$ cat src/rtl/timer8_pkg.sv
package timer8_pkg;

    typedef enum logic [2:0] {
        CS_STOP     = 3'b000,
        CS_SYS      = 3'b001,
        CS_DIV8     = 3'b010,
        CS_DIV64    = 3'b011,
        CS_DIV256   = 3'b100,
        CS_DIV1024  = 3'b101,
        CS_EXT_FALL = 3'b110,
        CS_EXT_RISE = 3'b111
    } clk_sel_e;

    typedef enum logic {
        EDGE_LOW  = 1'b0,
        EDGE_HIGH = 1'b1
    } edge_state_e;

    typedef enum logic {
        FLAG_IDLE = 1'b0,
        FLAG_PEND = 1'b1
    } flag_state_e;

    localparam int ADDR_W    = 2;
    localparam logic [ADDR_W-1:0] A_COUNT = 2'd0;
    localparam logic [ADDR_W-1:0] A_CMP   = 2'd1;
    localparam logic [ADDR_W-1:0] A_SEL   = 2'd2;
    localparam logic [ADDR_W-1:0] A_INT   = 2'd3;

    localparam int NUM_TAPS = 4;
    localparam int BIT_IE   = 0;
    localparam int BIT_FLAG = 1;

endpackage

$ cat src/rtl/timer8_prescaler.sv
module timer8_prescaler #(
    parameter int PRE_W    = 10,
    parameter int NUM_TAPS = 4,
    parameter int TAP_LOG2 [NUM_TAPS] = '{3, 6, 8, 10}
) (
    input  logic                clk,
    input  logic                rst_n,
    output logic [NUM_TAPS-1:0] tap_en
);

    logic [PRE_W-1:0] pre_cnt;

    always_ff @(posedge clk or negedge rst_n) begin
        if (!rst_n) begin
            pre_cnt <= '0;
        end else begin
            pre_cnt <= pre_cnt + 1'b1;
        end
    end

    // Each tap fires for one cycle when its low bits are all ones.
    for (genvar t = 0; t < NUM_TAPS; t++) begin : g_tap
        localparam int LB = TAP_LOG2[t];
        assign tap_en[t] = &pre_cnt[LB-1:0];
    end

endmodule

$ cat src/rtl/timer8_edge.sv
module timer8_edge
    import timer8_pkg::*;
(
    input  logic clk,
    input  logic rst_n,
    input  logic pin_async,
    output logic rise_p,
    output logic fall_p
);

    logic        sync1_q;
    logic        sync2_q;
    edge_state_e state_q;
    edge_state_e state_d;

    always_ff @(posedge clk or negedge rst_n) begin
        if (!rst_n) begin
            sync1_q <= 1'b0;
            sync2_q <= 1'b0;
        end else begin
            sync1_q <= pin_async;
            sync2_q <= sync1_q;
        end
    end

    // State register
    always_ff @(posedge clk or negedge rst_n) begin
        if (!rst_n) begin
            state_q <= EDGE_LOW;
        end else begin
            state_q <= state_d;
        end
    end

    // Next state
    always_comb begin
        state_d = state_q;
        unique case (state_q)
            EDGE_LOW:  if (sync2_q)  state_d = EDGE_HIGH;
            EDGE_HIGH: if (!sync2_q) state_d = EDGE_LOW;
        endcase
    end

    // Outputs: one pulse per transition
    always_comb begin
        rise_p = 1'b0;
        fall_p = 1'b0;
        unique case (state_q)
            EDGE_LOW:  rise_p = sync2_q;
            EDGE_HIGH: fall_p = !sync2_q;
        endcase
    end

endmodule

$ cat src/rtl/timer8_flag.sv
module timer8_flag
    import timer8_pkg::*;
(
    input  logic clk,
    input  logic rst_n,
    input  logic set_i,
    input  logic clr_i,
    output logic pend_o
);

    flag_state_e state_q;
    flag_state_e state_d;

    always_ff @(posedge clk or negedge rst_n) begin
        if (!rst_n) begin
            state_q <= FLAG_IDLE;
        end else begin
            state_q <= state_d;
        end
    end

    always_comb begin
        state_d = state_q;
        unique case (state_q)
            FLAG_IDLE: if (set_i)           state_d = FLAG_PEND;
            FLAG_PEND: if (clr_i && !set_i) state_d = FLAG_IDLE;
        endcase
    end

    always_comb begin
        pend_o = 1'b0;
        unique case (state_q)
            FLAG_IDLE: pend_o = 1'b0;
            FLAG_PEND: pend_o = 1'b1;
        endcase
    end

endmodule

$ cat src/rtl/timer8_cmp.sv
module timer8_cmp
    import timer8_pkg::*;
#(
    parameter int CNT_W = 8,
    parameter int PRE_W = 10
) (
    input  logic              clk,
    input  logic              rst_n,
    input  logic [1:0]        bus_addr,
    input  logic              bus_wr,
    input  logic [CNT_W-1:0]  bus_wdata,
    output logic [CNT_W-1:0]  bus_rdata,
    input  logic              ext_pin,
    input  logic              global_ie,
    input  logic              irq_ack,
    output logic              irq
);

    localparam int TAP8    = 0;
    localparam int TAP64   = 1;
    localparam int TAP256  = 2;
    localparam int TAP1024 = 3;

    logic [CNT_W-1:0]    cnt_q;
    logic [CNT_W-1:0]    cmp_q;
    clk_sel_e            sel_q;
    logic                ie_q;
    logic                blk_q;
    logic [NUM_TAPS-1:0] tap_en;
    logic                ext_rise;
    logic                ext_fall;
    logic                tick;
    logic                match;
    logic                flag;
    logic                flag_clr;
    logic                wr_cnt;

    timer8_prescaler #(
        .PRE_W    (PRE_W),
        .NUM_TAPS (NUM_TAPS),
        .TAP_LOG2 ('{3, 6, 8, 10})
    ) u_pre (
        .clk    (clk),
        .rst_n  (rst_n),
        .tap_en (tap_en)
    );

    timer8_edge u_edge (
        .clk       (clk),
        .rst_n     (rst_n),
        .pin_async (ext_pin),
        .rise_p    (ext_rise),
        .fall_p    (ext_fall)
    );

    // Tick source selection
    always_comb begin
        tick = 1'b0;
        unique case (sel_q)
            CS_STOP:     tick = 1'b0;
            CS_SYS:      tick = 1'b1;
            CS_DIV8:     tick = tap_en[TAP8];
            CS_DIV64:    tick = tap_en[TAP64];
            CS_DIV256:   tick = tap_en[TAP256];
            CS_DIV1024:  tick = tap_en[TAP1024];
            CS_EXT_FALL: tick = ext_fall;
            CS_EXT_RISE: tick = ext_rise;
        endcase
    end

    assign wr_cnt   = bus_wr && (bus_addr == A_COUNT);
    assign match    = tick && !blk_q && (cnt_q == cmp_q);
    assign flag_clr = irq_ack || (bus_wr && (bus_addr == A_INT) && bus_wdata[BIT_FLAG]);

    // Counter and its write-suppression marker
    always_ff @(posedge clk or negedge rst_n) begin
        if (!rst_n) begin
            cnt_q <= '0;
            blk_q <= 1'b0;
        end else if (wr_cnt) begin
            cnt_q <= bus_wdata;
            blk_q <= 1'b1;
        end else if (tick) begin
            cnt_q <= cnt_q + 1'b1;
            blk_q <= 1'b0;
        end
    end

    // Configuration registers
    always_ff @(posedge clk or negedge rst_n) begin
        if (!rst_n) begin
            cmp_q <= '0;
            sel_q <= CS_STOP;
            ie_q  <= 1'b0;
        end else if (bus_wr) begin
            unique case (bus_addr)
                A_CMP:   cmp_q <= bus_wdata;
                A_SEL:   sel_q <= clk_sel_e'(bus_wdata[2:0]);
                A_INT:   ie_q  <= bus_wdata[BIT_IE];
                default: ;
            endcase
        end
    end

    timer8_flag u_flag (
        .clk    (clk),
        .rst_n  (rst_n),
        .set_i  (match),
        .clr_i  (flag_clr),
        .pend_o (flag)
    );

    // Read mux
    always_comb begin
        bus_rdata = '0;
        unique case (bus_addr)
            A_COUNT: bus_rdata = cnt_q;
            A_CMP:   bus_rdata = cmp_q;
            A_SEL:   bus_rdata[2:0] = sel_q;
            A_INT: begin
                bus_rdata[BIT_IE]   = ie_q;
                bus_rdata[BIT_FLAG] = flag;
            end
        endcase
    end

    assign irq = flag && ie_q && global_ie;

endmodule

$ cat config.mk
export PLATFORM = sky130hd
export DESIGN_NAME = timer8_cmp
export DESIGN_NICKNAME = d
export VERILOG_FILES = /design/src/rtl/timer8_pkg.sv /design/src/rtl/timer8_prescaler.sv /design/src/rtl/timer8_edge.sv /design/src/rtl/timer8_flag.sv /design/src/rtl/timer8_cmp.sv
export SDC_FILE = /design/constraint.sdc
export NUM_CORES = 1
export LEC_CHECK = 0
export BUFFER_PORTS_ARGS = -buffer_cell sky130_fd_sc_hd__buf_4
export CAP_MARGIN = 40
export CORE_ASPECT_RATIO = 0.5
export CORE_MARGIN = 10
export CORE_UTILIZATION = 55
export DETAILED_ROUTE_END_ITERATION = 6
export PLACE_DENSITY = 0.77
export SYNTH_ARGS = -nofsm -noshare
export SYNTH_HDL_FRONTEND = slang
export SYNTH_HIERARCHICAL = 1
export SYNTH_SLANG_ARGS = --single-unit
export TNS_END_PERCENT = 30
$ cat constraint.sdc
create_clock -name clk -period 3.1 [get_ports clk]
set_input_delay 0.62 -clock clk [delete_from_list [all_inputs] [get_ports clk]]
set_output_delay 0.62 -clock clk [all_outputs]
set_load 0.03 [all_outputs]
=== After elaboration in Yosys (flattened, before gate mapping) ===
Index checks and enable logic that the tools add are counted.

* Register bits after elaboration: 35
* Bits of input ports: 16
* Output and inout port bits: 9
* Logic and storage cells: 61

* Add/sub/neg operators: 2
* Eq/ne operators: 11
* Muxes and demuxes: 15
* Bitwise logic cells: 1
* Reduce and logical (&&, ||, !) cells: 22

{| class="wikitable"
|+ Operators by type and width
! kind !! count
|-
| $mux 8 || 2
|-
| $eq 3x3->1 const B || 4
|-
| $add 10x1->10 const B || 1
|-
| $pmux 5 s2 || 1
|-
| $reduce_and 10->1 || 1
|-
| $add 8x1->8 const B || 1
|-
| $eq 8x8->1 || 1
|-
| $logic_and 1x1->1 || 8
|-
| $pmux 1 s8 || 1
|-
| $pmux 2 s4 || 1
|-
| $reduce_and 8->1 || 1
|-
| $mux 1 || 7
|-
| $eq 3x2->1 const B || 2
|-
| $reduce_and 2->1 || 3
|-
| $reduce_and 6->1 || 1
|-
| $eq 2x2->1 const B || 2
|-
| $pmux 1 s2 || 2
|-
| $eq 3x1->1 const B || 1
|-
| $logic_not 1->1 || 3
|-
| $logic_not 3->1 || 1
|-
| $pmux 1 s3 || 1
|-
| $reduce_and 3->1 || 1
|-
| $eq 2x1->1 const B || 1
|-
| $logic_not 2->1 || 1
|-
| other kinds (3) || 3
|}

=== Logic depth before layout (Yosys ltp) ===
* Depth after elaboration: 9
* Mapped depth: 9
* Mapped depth without buffers: 8

=== By module ===
Netlist, hierarchy kept.

{| class="wikitable"
|+ By module, submodules not included
! module !! times used !! cells each !! area each (µm²) !! seq. area each (µm²)
|-
| timer8_cmp || 1 || 125 || 1328.8 || 525.5
|-
| timer8_prescaler || 1 || 35 || 441.7 || 250.2
|-
| timer8_edge || 1 || 5 || 90.1 || 75.1
|-
| timer8_flag || 1 || 3 || 36.3 || 25.0
|}

=== Worst setup path before layout ===
No wires, ideal clock.

* Path type: input port to output port
* Start point: input bus_addr[0]
* End point: output bus_rdata[2]
* Data arrival time: 1.805 ns
* Data required time: 2.480 ns
* Slack: 0.675 ns
* Cell stages on the path: 3
* Path buffers: 1
* Path through: buf_1 -> mux2i_1 -> o21ai_0

* Word-level cells in the longest chain between the ends: 2
* Elaborated cells on any way between the ends: 4
* Those cells by class: eq/ne: 2; mux: 1; reduce/logical: 1

{| class="wikitable"
|+ Ends and longest elaborated chain
! what !! line !! RTL
|-
| start: declaration || timer8_cmp.sv:9 || <nowiki>input logic [1:0] bus_addr,</nowiki>
|-
| $eq 2x2->1, or another cell as far along || timer8_cmp.sv:116 || <nowiki>unique case (bus_addr)</nowiki>
|-
| $pmux 1 s3 (*) || timer8_cmp.sv:116 ||
|-
| end: declaration || timer8_cmp.sv:12 || <nowiki>output logic [CNT_W-1:0] bus_rdata,</nowiki>
|}

Every way passes the cells marked *; elsewhere a longest branch is shown, timed or not.

=== Final worst setup path ===
* Start point: input bus_addr[1]
* End point: output bus_rdata[1]

* Word-level cells in the longest chain between the ends: 2
* Elaborated cells on any way between the ends: 5
* Those cells by class: eq/ne: 3; mux: 1; reduce/logical: 1

{| class="wikitable"
|+ Ends and longest elaborated chain
! what !! line
|-
| $eq 2x2->1, or another cell as far along || timer8_cmp.sv:116
|-
| $pmux 2 s4 (*) || timer8_cmp.sv:116
|}

Marks and branches as above.

==> key figures <==
Worst setup path
  • Cell family with most CP delay: multiplexers
  • WP buf/inv: 2
  • Startpoint Class: input pin
  • WS Path Type: in -> out
  • Critical path origin: bus_addr[1]
  • Crit-path max FO: 14
  • FF-to-FF path depth: 9
  • CP required: 2.48 ns
  • Crit-path max cell delay: 0.52 ns
  • Critical Path End Type: output port
  • Crit path cell chain: buf_4 > mux4_2 > buf_4
  • Levels on crit path: 3
  • Slowest stage cell on the critical path: mux4_2
  • Worst reg2reg path startpoint: u_pre/pre_cnt[0]
  • Crit path top cell by count: buf_4
  • Critical Path AT: 1.51 ns

STA
  • Final setup TNS: 0 ns
  • Slew @ Worst Pin: 0.477 ns
  • Final Hold Viols: 0
  • Final WS setup: 0.967 ns
  • Fmax: 469 MHz
  • RSZ-0062 raised after global routing: false
  • Setup Viol. Count Final: 0
  • Min cycle time layout: 2.13 ns
  • Slew Limit Fails: 0
  • Slew margin rel.: 68.1%
  • Final worst path period share: 68.8%
  • Worst clock skew: 0.00288 ns

Logic synthesis
  • Post-synth net total: 187
  • Async S/R FF share, synth: 100%
  • Synth Area in Compound Gates: 7.72%
  • Seq cells post-synth: 35
  • Post-synthesis cell area: 1900 µm²
  • Synth Warn #: 6
  • Post-synth top flop: dfrtp_1
  • Mean Syn Cell Area: 11.3 µm²
  • Post-Synth XOR/XNOR Area: 7.39%
  • Post-synthesis mux area share: 15.3%
  • Cells after synthesis: 168
  • Register area share after synthesis: 46.2%
  • Main combinational cell family by area after synthesis: simple AND/OR/NAND/NOR gates
  • Post-Synth Simple-Gate Area: 18.8%
  • Post-synth EDFFs: 0
  • Synth Area in Adders: 1.98%
  • Distinct cell type count after synthesis: 42

Clocking
  • CTS root buffer: clkbuf_8
  • TritonCTS Buffers: 5
  • CTS max path bufs: 2
  • CTS clock-pin slew for the worst setup and hold paths: 0.07 ns
  • Post-CTS Repair Setup Buffers: 0
  • Hold-fix buffers at CTS: 0
  • # H-tree levels: 2
  • # clock sinks: 35
  • Clk Latency, worst-skew pair: 0.28 ns
  • CTS resizes: 0
  • CTS tree: built

Layout
  • Net count, final: 214
  • Antenna cells: 0
  • Final non-filler cell total: 236
  • Post-route cell area: 2200 µm²
  • Share of cells above drive strength 1: 28.6%
  • P&R area growth vs syn: 16.0%

Pwr
  • Internal power: 0.000928 W
  • Switching power: 0.000505 W
  • P_leak: 0.997 nW
  • Max IR drop VDD: 0.000344 V
  • Total power: 0.00143 W
  • Gate power share: 31.6%
  • Clock power share: 22.1%
  • Switch share: 35.2%
  • PD cells: 652 nW/µm²
  • Seq pwr share: 46.3%

Global routing
  • Vias in the first global route: 1377
  • All-Layer GR Usage: 13.1%
  • Initial antenna violation count: 0
  • Met3 Resource Use GR: 4.36%
  • First-pass GRT wire length: 6.45 mm
  • GRT busiest layer: met2
  • Largest net degree at the start of global routing: 36
  • Total grt overflow: 0
  • Global-route track usage on met2: 22.5%
  • Met1 Track Usage GR: 15.9%

Drt
  • # DRC: 0
  • TritonRoute pass-1 iters: 4
  • Vias: 1305
  • 1st-iter DRT viols: 49
  • Via-to-Cell Ratio: 5.53
  • DR WL/cell: 15.7 µm
  • Routed WL: 3.71 mm
  • Routed Antenna Nets: 0

Min path
  • Min-Delay Path Class: in -> async

Placed design
  • DP Worst Slack: 0.965 ns
  • I/O Buffers: 24
  • GPL Wtd Cong: 0.810
  • Post-DP Area: 2120 µm²
  • Number of cells after detailed placement: 228
  • Post-DP HPWL: 2.66 mm

Floorplanning
  • I/O pin count: 25
  • Starting density of the core: 60.2%
  • Chip Height: 61.5 µm
  • # rows: 14
  • DIE AREA: 6340 µm²
  • Die W: 103 µm
  • Core area: 3150 µm²

Flow run
  • Maxcap violations: 0

Run status
  • Status: complete, no violations
-- cell usage after synthesis (4+ instances only) --
cell	count	area, µm²
xnor2_1	7	61.3
mux2_2	12	135
inv_1	5	18.8
o31a_1	4	35.0
xor2_1	9	78.8
nand3_1	5	25.0
nor2_1	9	33.8
o21a_1	4	30.0
nor3_1	4	20.0
mux2i_1	11	110
dfrtp_1	35	876
nand2_1	11	41.3
nand2b_1	6	37.5
-- worst register-to-register path: stages (launching register included) --
cell	delay [ns]
dfrtp_1	0.40
ha_1	0.24
nand2_1	0.16
nor4_1	0.07
nand2b_1	0.14
a32o_1	0.21
a211oi_2	0.20
buf_4	0.25
nor3_1	0.08
o31a_1	0.24
-- path summary, 6_finish.rpt --
check / end / slack [ns]
hold reg to reg: u_edge/sync2_q / 0.36
setup / recovery: bus_rdata[1] / 0.97
min in group clk: u_edge/sync2_q / 0.36
hold / removal: u_edge/state_q / 0.27
max in group asynchronous: u_pre/pre_cnt[4] / 2.51
setup reg to reg: cnt_q[4] / 1.00
-- layout by cell type (no fill, tap or decap), types with 6 or more instances in the layout --
| cell type | instances |
|---|---|
| nand2b_1 | 6 |
| mux2_2 | 12 |
| dfrtp_1 | 35 |
| nor2_1 | 9 |
| xor2_1 | 9 |
| buf_4 | 26 |
| nand2_1 | 11 |
| xnor2_1 | 7 |
| mux2i_1 | 11 |
-- routing by layer --
layer  vias to the layer above  wire (µm)
met5                         -          0
met2                        14       1750
met1                       634       1810
li1                        655          -
met3                         2        132
met4                         0         12
-- stage by stage --
step | hold slack [ns] | utilization [%]
finish | 0.275 | 69.8
global route | 0.309 | 69.8
CTS | 0.295 | 69.8
detailed placement | 0.350 | 67.1
global placement | 0.335 | 67.1
floorplan | 0.324 | -
-- power groups by stage --
stage	sequential (W)	combinational, W	clock [W]
floorplan	0.000626	0.000361	0
global placement	0.000665	0.000442	0
detailed placement	0.000670	0.000457	0
CTS	0.000662	0.000459	0.000324
global route	0.000681	0.000503	0.000343
finish	0.000664	0.000453	0.000316
-- final cells by class --
class	count	area, µm²
repair buffers	26	195
fillers	240	953
multi-input cells	122	976
clock buffers	5	68.8
flip-flops and latches	35	876
clock inverters	3	15.0
inverters	5	18.8
well taps	40	50.0
-- sequential cells by signal, indices dropped and copies added (netlist names) --
signal / flops
u_pre/pre_cnt: 10
cmp_q: 8
cnt_q: 8
sel_q: 3
blk_q: 1
ie_q: 1
u_edge/state_q: 1
u_edge/sync1_q: 1
u_edge/sync2_q: 1
u_flag/state_q: 1
-- logic make-up (layout without fill, tap and decap cells) --
family          after synthesis  count (layout)
simple gates                 59              59
flops                        35              35
mux                          25              25
compound gates               19              19
xor+xnor                     16              16
buf+inv                      11              39
fa+ha+maj                     3               3
No activity file was read; power rests on OpenSTA's default activity.
